--- src/rtl/kbdq_pkg.sv ---
package kbdq_pkg;

    localparam int unsigned CODE_W = 8;

    localparam logic [CODE_W-1:0] EXT_PREFIX = 8'hE0;
    localparam logic [CODE_W-1:0] REL_PREFIX = 8'hF0;

    typedef struct packed {
        logic [CODE_W-1:0] code;
        logic              ext;
        logic              rel;
    } key_entry_t;

    typedef enum logic [1:0] {
        BYTE_CODE = 2'd0,
        BYTE_EXT  = 2'd1,
        BYTE_REL  = 2'd2
    } byte_kind_t;

    localparam key_entry_t NULL_ENTRY = '{code: '0, ext: 1'b0, rel: 1'b0};

    function automatic byte_kind_t classify(input logic [CODE_W-1:0] b);
        if (b == EXT_PREFIX) begin
            return BYTE_EXT;
        end
        if (b == REL_PREFIX) begin
            return BYTE_REL;
        end
        return BYTE_CODE;
    endfunction

endpackage

--- src/rtl/kbdq_prefix.sv ---
module kbdq_prefix
    import kbdq_pkg::*;
(
    input  logic              clk,
    input  logic              rst,
    input  logic              in_valid,
    input  logic [CODE_W-1:0] in_byte,
    output logic              ent_valid,
    output key_entry_t        ent
);

    logic       ext_pend;
    logic       rel_pend;
    byte_kind_t kind;

    always_comb begin
        kind      = classify(in_byte);
        ent_valid = in_valid && (kind == BYTE_CODE);
        ent.code  = in_byte;
        ent.ext   = ext_pend;
        ent.rel   = rel_pend;
    end

    always_ff @(posedge clk) begin
        if (rst) begin
            ext_pend <= 1'b0;
            rel_pend <= 1'b0;
        end else if (in_valid) begin
            unique case (kind)
                BYTE_EXT: ext_pend <= 1'b1;
                BYTE_REL: rel_pend <= 1'b1;
                default: begin
                    // a completed code consumes both marks, stored or not
                    ext_pend <= 1'b0;
                    rel_pend <= 1'b0;
                end
            endcase
        end
    end

endmodule

--- src/rtl/kbdq_fifo.sv ---
module kbdq_fifo
    import kbdq_pkg::*;
#(
    parameter int unsigned DEPTH = 16,
    localparam int unsigned PTR_W = (DEPTH > 1) ? $clog2(DEPTH) : 1,
    localparam int unsigned CNT_W = $clog2(DEPTH + 1)
) (
    input  logic             clk,
    input  logic             rst,
    input  logic             push,
    input  key_entry_t       push_data,
    input  logic             pop,
    output key_entry_t       head,
    output logic             empty,
    output logic             drop,
    output logic [CNT_W-1:0] count
);

    localparam logic [PTR_W-1:0] LAST_IDX = PTR_W'(DEPTH - 1);
    localparam logic [CNT_W-1:0] FULL_CNT = CNT_W'(DEPTH);

    key_entry_t       slots [DEPTH];
    logic [PTR_W-1:0] wr_ptr;
    logic [PTR_W-1:0] rd_ptr;
    logic             full;
    logic             do_push;
    logic             do_pop;

    function automatic logic [PTR_W-1:0] bump(input logic [PTR_W-1:0] p);
        return (p == LAST_IDX) ? '0 : p + 1'b1;
    endfunction

    always_comb begin
        full    = (count == FULL_CNT);
        empty   = (count == '0);
        do_push = push && !full;
        do_pop  = pop && !empty;
        drop    = push && full;
        head    = slots[rd_ptr];
    end

    always_ff @(posedge clk) begin
        if (do_push) begin
            slots[wr_ptr] <= push_data;
        end
    end

    always_ff @(posedge clk) begin
        if (rst) begin
            wr_ptr <= '0;
            rd_ptr <= '0;
            count  <= '0;
        end else begin
            if (do_push) begin
                wr_ptr <= bump(wr_ptr);
            end
            if (do_pop) begin
                rd_ptr <= bump(rd_ptr);
            end
            unique case ({do_push, do_pop})
                2'b10:   count <= count + 1'b1;
                2'b01:   count <= count - 1'b1;
                default: count <= count;
            endcase
        end
    end

endmodule

--- src/rtl/kbdq_resp.sv ---
module kbdq_resp
    import kbdq_pkg::*;
(
    input  logic       clk,
    input  logic       rst,
    input  logic       pop,
    input  logic       src_empty,
    input  key_entry_t src_head,
    output key_entry_t rsp,
    output logic       rsp_empty
);

    always_ff @(posedge clk) begin
        if (rst) begin
            rsp       <= NULL_ENTRY;
            rsp_empty <= 1'b1;
        end else if (pop) begin
            if (src_empty) begin
                rsp       <= NULL_ENTRY;
                rsp_empty <= 1'b1;
            end else begin
                rsp       <= src_head;
                rsp_empty <= 1'b0;
            end
        end
    end

endmodule

--- src/rtl/kbd_code_queue.sv ---
module kbd_code_queue
    import kbdq_pkg::*;
#(
    parameter int unsigned DEPTH = 16,
    localparam int unsigned CNT_W = $clog2(DEPTH + 1)
) (
    input  logic              clk,
    input  logic              rst,
    input  logic              in_valid,
    input  logic [CODE_W-1:0] in_byte,
    input  logic              pop,
    input  logic              ovf_clr,
    output logic [CODE_W-1:0] rsp_code,
    output logic              rsp_empty,
    output logic              rsp_ext,
    output logic              rsp_rel,
    output logic              ovf_err
);

    logic             ent_valid;
    key_entry_t       ent;
    key_entry_t       head;
    key_entry_t       rsp;
    logic             q_empty;
    logic             q_drop;
    logic [CNT_W-1:0] q_count;

    kbdq_prefix u_prefix (
        .clk       (clk),
        .rst       (rst),
        .in_valid  (in_valid),
        .in_byte   (in_byte),
        .ent_valid (ent_valid),
        .ent       (ent)
    );

    kbdq_fifo #(.DEPTH(DEPTH)) u_fifo (
        .clk       (clk),
        .rst       (rst),
        .push      (ent_valid),
        .push_data (ent),
        .pop       (pop),
        .head      (head),
        .empty     (q_empty),
        .drop      (q_drop),
        .count     (q_count)
    );

    kbdq_resp u_resp (
        .clk       (clk),
        .rst       (rst),
        .pop       (pop),
        .src_empty (q_empty),
        .src_head  (head),
        .rsp       (rsp),
        .rsp_empty (rsp_empty)
    );

    always_ff @(posedge clk) begin
        if (rst) begin
            ovf_err <= 1'b0;
        end else if (q_drop) begin
            ovf_err <= 1'b1;
        end else if (ovf_clr) begin
            ovf_err <= 1'b0;
        end
    end

    assign rsp_code = rsp.code;
    assign rsp_ext  = rsp.ext;
    assign rsp_rel  = rsp.rel;

endmodule


--- config.mk ---
export PLATFORM = sky130hd
export DESIGN_NAME = kbd_code_queue
export DESIGN_NICKNAME = d
export VERILOG_FILES = /design/src/rtl/kbdq_pkg.sv /design/src/rtl/kbdq_prefix.sv /design/src/rtl/kbdq_fifo.sv /design/src/rtl/kbdq_resp.sv /design/src/rtl/kbd_code_queue.sv
export SDC_FILE = /design/constraint.sdc
export NUM_CORES = 1
export LEC_CHECK = 0
export ABC_AREA = 1
export BUFFER_PORTS_ARGS = -buffer_cell sky130_fd_sc_hd__buf_2
export CAP_MARGIN = 40
export CORE_MARGIN = 2
export CORE_UTILIZATION = 43
export CTS_BUF_LIST = sky130_fd_sc_hd__clkbuf_8
export CTS_CLUSTER_SIZE = 40
export DETAILED_ROUTE_END_ITERATION = 7
export PLACE_DENSITY = 0.58
export SYNTH_ARGS = -nofsm -noshare
export SYNTH_HDL_FRONTEND = slang
export SYNTH_SLANG_ARGS = --single-unit
export TNS_END_PERCENT = 50
--- constraint.sdc ---
create_clock -name clk -period 3.48 [get_ports clk]
set_input_delay 0.174 -clock clk [delete_from_list [all_inputs] [get_ports clk]]
set_output_delay 0.174 -clock clk [all_outputs]
set_load 0.005 [all_outputs]
# Word-level counts from Yosys, hierarchy flattened
# Memories as Yosys holds them, arrays and structs flattened. A register that Yosys moved wholly into a read port is not among the register bits.
# Cells that the tools add are included.
# Widths: inputs -> output; s select.
# word_totals
output_inout_bits	12
word_cells	58
regBits	27
mem_bits_rw	160
mem_count	1
# memory_table
name	depth	width	read_ports	rd_ports_with_merged_regs	write_ports	line_no	text
u_fifo.slots	16	10	1	1	1	kbdq_fifo.sv:22	key_entry_t slots [DEPTH];
# classes
n_mux	20
reduce_logical	12
n_eq_ne	9
addsub	4
n_bitwise	2
# op_table
op	count
$eq 8x8->1 const B	2
$mux 4	4
$mux 10	1
$pmux 5 s2	1
$add 4x1->4 const B	2
$eq 4x4->1 const B	2
$mux 1	8
$mux 2	4
$add 5x1->5 const B	1
$eq 5x5->1 const B	1
$logic_not 5->1	1
$sub 5x1->5 const B	1
$eq 2x1->1 const B	2
$eq 2x2->1 const B	2
$logic_and 1x1->1	4
$pmux 1 s2	2
$reduce_and 2->1	2
$reduce_bool 2->1	2
$logic_not 1->1	2
$logic_not 2->1	1
$not 1->1	2

# Longest topological paths before layout
# Gate-level depths: netlist of run 1.
# depth
ltp_word	10
depth_mapped	16
ltp_nobuf	15

# By module
# Synthesis of run 1 repeated with hierarchy kept, for this count alone.
# unflattened
hier_cells	740
area_unflattened_um2	8206.6
# by_module_without_submodules
mod	area_per_inst_um2	instances	cells_each
kbdq_fifo	7554.7	1	651
kbdq_resp	399.1	1	49
kbdq_prefix	212.7	1	35
kbd_code_queue	40.0	1	5

# Least setup slack after synthesis of run 1
# No wires, ideal clock.
# synth_timing
path_kind	reg-to-reg
start	reg u_fifo.count[0]
end	reg u_fifo.count[4]
arrival_time_ns	1.991
setup_time_ns	0.129
stages_incl_launch_ff	17
n_path_buf	1
required_time_ns	3.351
path_slack_ns	1.360
path_cell_list	dfxtp_1 nor2_1 nand4_1 nand2_1 inv_1 buf_4 ha_1 xor2_1 ha_1 inv_1 nand2_1 nand3_1 nand2_1 nand2_1 nand2_1 nand2_1 a21oi_1
# synth_between
elab_chain_cells	5
word_cells_on_any_way	12
# synth_rtl
element	line_no	text
start, declared	kbdq_fifo.sv:16	output logic [CNT_W-1:0] count
start signal, assigned	kbdq_fifo.sv:61	2'b10: count <= count + 1'b1;
start signal, assigned	kbdq_fifo.sv:62	2'b01: count <= count - 1'b1;
start signal, assigned	kbdq_fifo.sv:63	default: count <= count;
$eq 5x5->1 / $logic_not 5->1 (equally long branches)	kbdq_fifo.sv:34, kbdq_fifo.sv:35	
$logic_not 1->1 (on tied branches)	kbdq_fifo.sv:36, kbdq_fifo.sv:37	
$logic_and 1x1->1 (on tied branches)	kbdq_fifo.sv:36, kbdq_fifo.sv:37	
$eq 2x1->1 / $eq 2x2->1 (equally long branches)	kbdq_fifo.sv:60	unique case ({do_push, do_pop})
$pmux 5 s2 / $reduce_bool 2->1 (equally long branches)	-	
# Parallel ways exist; a longest one is shown, timed or not.
# A chain may end at the register's enable or synchronous reset.

# Worst setup path after layout of run 1
# layout_timing
start	reg u_fifo.count[2]
end	reg u_fifo.count[4]
# The elaborated chain is that of the path after synthesis.

==> results.yml, run 1 <==
run_status:
  status: "completed"
power:
  power_frac_seq_pct: 49.0
  combPwrFrac_pct: 27.1
  peakVddDrop_v: 0.0002336
  p_int_mw: 3.649
  p_sw_mw: 1.914
  p_clk_share_pct: 23.9
  p_leak_nw: 3.922
  p_sw_share_pct: 34.41
  p_per_area_nw_per_um2: 610.1
setup_path:
  startpoint: "u_fifo.count[2]"
  crit_path_max_incr_delay_ns: 0.41
  r2r-end: "u_fifo.count[4]"
  r2r_cells: 15
  path_depth: 15
  cp-end-kind: "flip-flop"
  rrSetupSlack_ns: 1.03
  critical_path_buf_inv_count: 3
  critPathKind: "flip-flop to flip-flop"
  crit_end: "u_fifo.count[4]"
  start_kind: "flip-flop"
  r2r-start: "u_fifo.count[2]"
  path_max_fanout: 15
  critPathRequiredTime_ns: 3.87
  path_cells: "inv_2 -> nand4_1 -> nand2_1 -> inv_1 -> ha_1 -> xor2_1 -> ha_1 -> inv_1 -> nand2_1 -> nand3_1 -> nand2_1 -> nand2_1 -> nand2_1 -> nand2_1 -> a21oi_1"
  arrival_ns: 2.84
  worst_path_most_repeated_cell: "nand2_1"
  crit_family: "simple AND/OR/NAND/NOR gates"
  crit_path_top_delay_cell: "dfxtp_1"
clock_network:
  clkSinkCount: 191
  clockBufferDepth: 2
  clk_latency_ns: 0.47
  numCtsBuffers: 17
  root_buffer: "clkbuf_8"
  cts_tree: "yes"
  cts_max_level: 4
  clk_pin_slew_ns: 0.09
floorplanning:
  dieArea_um2: 20620
  core_area_um2: 19270
  die_height_um: 143.6
  start_util_pct: 43.48
  num_io_pins: 25
  rows: 51
  die_x_um: 143.6
yosys:
  synth_nets: 869
  yosysUniqueCellTypes: 28
  synth_area_per_cell_um2: 9.893
  synth_seq_cells: 191
  synth-seq-area-share_pct: 64.75
  syn_inst: 847
  syn-cell-area_um2: 8379
  yosysWarnings: 0
grt:
  overflow: 0
  grt_start_max_net_pins: 81
  grt_pass1_vias: 5194
  grt_pass1_wl_um: 29210
  grtUsageTotal_pct: 19.28
  antenna_found_initial: 0
route:
  ant_nets: 0
  drt_drc_violations_left: 0
  dr.pass1.iters: 5
  routedWlPerCell_um: 16.02
  drt-vias-per-instance: 4.758
  drtIter0Drc: 404
  wl_um: 18510
  vias: 5496
min_path:
  holdPathStages: 3
  hold_path.class: "input pin to flip-flop"
placed_design:
  port_buffers: 24
  dpl.hpwl_um: 11420
  gp_congestion: 0.8138
  place_ws_ns: 1.050
  dp.cells: 1122
sta:
  finalWorstPathRequiredPeriod_ns: 2.449
  rsz0062_at_grt: "false"
  setup_viol: 0
  maxClockFrequency_mhz: 408.3
  worst_pin_slew_ns: 0.8213
  finalMaxSlewViolations: 0
  period_share_pct: 70.38
  hold_viol: 0
  max_slew_margin_pct: 45.19
  postLayoutSetupSlackWorst_ns: 1.031
  finClkSkew_ns: 0.01740
  fin_tns_setup_ns: 0
finish:
  instances_no_fill: 1155
  drive_gt1_share_pct: 10.11
  finalNetCount: 899
  layout_common_cells: "nand2_1, edfxtp_1, inv_1"
  final_common_cell: "nand2_1"
  diodes: 0
  syn_to_final_growth_pct: 8.840
flow_run:
  drv_cap: 0
## logic make-up after synthesis
group	Yosys count	synth area share, %
AOI/OAI and AO/OA	32	2.329
DFF	191	64.75
adders and majority gates	9	1.344
and+or+nand+nor	424	21.31
xor gates and xnor gates	7	0.8213
buffers and inverters	184	9.452
## metrics by stage
step           util [%]  area, um^2  power [mW]  hold WS, ns
2_1_floorplan         -        8379       3.909       0.2729
6_report          47.33        9120       5.564      0.02821
5_1_grt           47.33        9120       5.894      0.01690
3_5_place_dp      45.46        8761       4.299       0.4501
3_3_place_gp      45.38        8746       4.288       0.4522
4_1_cts           47.33        9120       5.608     0.009099
## worst min-delay path by stage
| stage | from | slack [ns] | end |
|---|---|---|---|
| 6_report | ovf_clr | 0.03 | ovf_err |
| 5_1_grt | ovf_clr | 0.02 | ovf_err |
| 3_5_place_dp | pop | 0.45 | u_resp.rsp_empty |
| 3_3_place_gp | u_resp.rsp[0] | 0.45 | u_resp.rsp[0] |
| 4_1_cts | ovf_clr | 0.009 | ovf_err |
| 2_1_floorplan | in_byte[0] | 0.27 | u_fifo.slots[0][2] |
## state kept, by name, indices dropped and copies added (netlist names), named ones only
name	flops
u_fifo.slots	160
u_resp.rsp	10
u_prefix.ext_pend	1
u_resp.rsp_empty	1
ovf_err	1
u_prefix.rel_pend	1
u_fifo.wr_ptr	4
u_fifo.rd_ptr	4
u_fifo.count	5
## layout make-up
class,count,area [um^2]
Tap cell,265,331.6
Timing Repair Buffer,45,280.3
Fill cell,1877,10150
Clock inverter,14,101.3
Inverter,150,570.5
Multi-Input combinational cell,472,2162
Clock buffer,18,247.7
Sequential cell,191,5426
## power by group through the flow
stage	Clock, mW	Combinational [mW]	Sequential, mW
finish	1.33	1.51	2.73
floorplan	0	1.18	2.73
global route	1.44	1.71	2.74
detailed placement	0	1.52	2.78
CTS	1.35	1.53	2.73
global placement	0	1.51	2.78
## routing by layer
| layer | routed length [um] | track usage (%) | up-vias |
|---|---|---|---|
| met3 | 803 | 3.432 | 34 |
| li1 | - | - | 2769 |
| met5 | 0 | 0 | - |
| met2 | 8905 | 31.15 | 104 |
| met1 | 8337 | 25.93 | 2589 |
| met4 | 460 | 7.688 | 0 |
## worst register-to-register path, delay by kind of cell (launching register included)
| kind | cells | cell delay (ns) |
|---|---|---|
| buffers and inverters | 3 | 0.43 |
| DFF | 1 | 0.41 |
| adders and majority gates | 2 | 0.55 |
| and+or+nand+nor | 8 | 0.65 |
| xor gates and xnor gates | 1 | 0.23 |
| AOI/OAI and AO/OA | 1 | 0.11 |
## synthesized netlist by cell type (all sizes together)
master  count  area, um^2
or2         1       6.260
a21oi      21       135.1
xor2        7       68.82
nand4       2       18.77
nand3b      1       7.510
dfxtp      31       620.6
inv       148       563.0
buf        27       195.2
o21bai      1       7.510
ha          9       112.6
clkbuf      7       26.28
o21ai       9       45.04
nand2     256       960.9
nor2       33       123.9
edfxtp    160        4805
nand3     130       663.1
o21a        1       7.510
nor3        1       5.000
clkinv      2       7.510
## repair_timing
| action | CTS | global route |
|---|---|---|
| endpoints found under the hold margin | 1 | 0 |
| hold buffers | 1 | 0 |
| endpoints found under the setup margin | 0 | 0 |
| buffers inserted | 0 | 0 |
| resized for setup | 0 | 0 |
(Power assumes the default switching activity.)
==> run 2, diff against run 1 <==
- ABC_AREA: 1 -> 0
- clock period: 3.48 -> 2.5 ns (I/O delays scaled with it)
==> results.yml, run 2 <==
yosys:
  synth-seq-area-share_pct: 71.30
  synth_area_per_cell_um2: 18.03
  synthTopCellsByCount: "edfxtp_1, nor2_1, mux4_2"
  synth_top_area_share_pct: 63.15
  yosysUniqueCellTypes: 51
  synth_ff_type: "edfxtp_1"
  synth_top_cell_by_area: "edfxtp_1"
  ys_async_sr_fraction_pct: 0
  yosysWarnings: 0
  syn_inst: 422
  synth_edf_count: 160
  syn-cell-area_um2: 7609
  synth_seq_cells: 191
  synth.most_common_cell: "edfxtp_1"
  synth_area_leaders: "edfxtp_1, mux4_2, dfxtp_1"
  synth_nets: 444
setup_path:
  path_cells: "or4_4 -> o221a_4 -> inv_4 -> ha_4 -> xor2_1 -> ha_2 -> a21oi_2 -> o2bb2ai_2 -> or4_1 -> nand3_1"
  start_kind: "flip-flop"
  crit_path_top_delay_cell: "or4_4"
  startpoint: "u_fifo.count[2]"
  arrival_ns: 2.90
  crit_path_max_incr_delay_ns: 0.55
  cp-end-kind: "flip-flop"
  critPathRequiredTime_ns: 2.90
  path_max_fanout: 3
  critPathKind: "flip-flop to flip-flop"
  r2r-start: "u_fifo.count[2]"
clock_network:
  clk_latency_ns: 0.47
  numCtsBuffers: 17
  clockBufferDepth: 2
  root_buffer: "clkbuf_8"
  clkSinkCount: 191
  cts_max_level: 4
  clk_pin_slew_ns: 0.10
  cts_tree: "yes"
sta:
  max_slew_margin_pct: 51.86
  fin_tns_setup_ns: 0
  period_share_pct: 99.94
  finClkSkew_ns: 0.01249
  setup_viol: 0
  rsz0062_at_grt: "true"
  hold_viol: 0
  finalWorstPathRequiredPeriod_ns: 2.498
  worst_pin_slew_ns: 0.7194
  finalMaxSlewViolations: 0
  maxClockFrequency_mhz: 400.3
floorplanning:
  die_x_um: 137.0
  start_util_pct: 43.99
  rows: 48
  core_area_um2: 17300
  dieArea_um2: 18770
  num_io_pins: 25
  die_height_um: 137.0
finish:
  register_area_um2: 5429
  reg.largest.list: "u_fifo.slots: 160 flops, u_resp.rsp: 10 flops, u_fifo.count: 5 flops"
  drive_gt1_share_pct: 30.78
  fin_util_pct: 50.25
  multiInputGateArea_um2: 2049
  finalNetCount: 506
  diodes: 0
  syn_to_final_growth_pct: 14.24
  final_common_cell: "edfxtp_1"
  layout_common_cells: "edfxtp_1, nor2_1, mux4_2"
  largest-register: "u_fifo.slots"
  largest_register_ffs: 160
  n_fill_cell: 1450
power:
  p_leak_nw: 2.910
  peakVddDrop_v: 0.0005048
  p_per_area_nw_per_um2: 864.6
grt:
  overflow: 0
  grt_start_max_net_pins: 41
  grt_pass1_vias: 3980
  antenna_found_initial: 0
  grtUsageTotal_pct: 18.08
  grt_pass1_wl_um: 23770
route:
  dr.pass1.iters: 5
  wl_um: 15810
  vias: 3971
  ant_nets: 0
  drt-vias-per-instance: 5.500
  drtIter0Drc: 266
  drt_drc_violations_left: 0
  routedWlPerCell_um: 21.90
placed_design:
  port_buffers: 24
  dpl.hpwl_um: 10040
  gp_congestion: 0.7980
run_status:
  status: "completed"
min_path:
  hold_path.class: "input pin to flip-flop"
  min_from: "pop"
flow_run:
  drv_cap: 0
[run 2: cells by family (layout without fill, tap and decap cells)]
logic type,Yosys count,count (layout),share of synthesized area [%]
adders and majority gates,9,9,1.480
AOI/OAI and AO/OA,44,44,4.934
DFF,191,191,71.30
buffers and inverters,32,107,2.220
and+or+nand+nor,79,79,4.736
muxes,63,63,14.87
xor gates and xnor gates,4,4,0.4604
[run 2: through the flow]
| stage | cell area [um^2] | hold WS, ns | instances | setup WS (ns) | power, mW |
|---|---|---|---|---|---|
| after floorplan | 7640 | 0.2239 | 422 | -0.3349 | 5.030 |
| after global placement | 8164 | 0.4263 | 680 | 0.01461 | 5.500 |
| after detailed placement | 8243 | 0.4303 | 687 | 0.006089 | 5.527 |
| after CTS | 8682 | 0.01810 | 722 | -0.02736 | 7.578 |
| after global routing | 8692 | 0.04443 | 722 | -0.1182 | 7.863 |
| final | 8692 | 0.05476 | 722 | 0.001580 | 7.515 |
[run 2: worst max-delay path, delay by kind of cell, from the launching register on]
kind / cells / cell delay, ns
AOI/OAI and AO/OA: 3 / 0.47
xor gates and xnor gates: 1 / 0.15
and+or+nand+nor: 3 / 1.08
buffers and inverters: 1 / 0.06
adders and majority gates: 2 / 0.34
DFF: 1 / 0.33
[run 2: final cells by class]
class / instances / share of cell area, %
flip-flops and latches: 191 / 62.46
multi-input cells: 199 / 23.58
repair buffers: 66 / 5.657
well taps: 225 / 3.239
clock buffers: 17 / 2.692
clock inverters: 15 / 1.958
inverters: 9 / 0.4174
[run 2: what timing repair did]
action	CTS	global route
hold endpoints to repair	3	0
buffers inserted	1	0
endpoints found under the setup margin	1	2
pin swaps	4	2
resized for setup	2	2
hold buffers	2	0
[run 2: where the power goes]
part / switching, mW / leakage [nW] / internal [mW]
Combinational: 0.919 / 1.01 / 0.813
Clock: 1.06 / 0.189 / 0.979
Sequential: 0.103 / 1.71 / 3.64
[run 2: final timing paths]
kind	slack (ns)	to	cells past startpoint
worst min register to register	0.47	u_resp.rsp[3]	1
worst max-delay path	0.002	u_fifo.count[4]	10
worst max register to register	0.002	u_fifo.count[4]	10
worst min-delay path	0.05	u_resp.rsp_empty	3
[run 2: per-layer routing]
metal | share of wire, % | global-route usage, % | vias up
li1 | - | - | 1790
met1 | 46 | 24.73 | 2056
met2 | 49 | 29.33 | 107
met3 | 4.1 | 3.259 | 18
met4 | 1.5 | 6.186 | 0
met5 | 0 | 0 | -
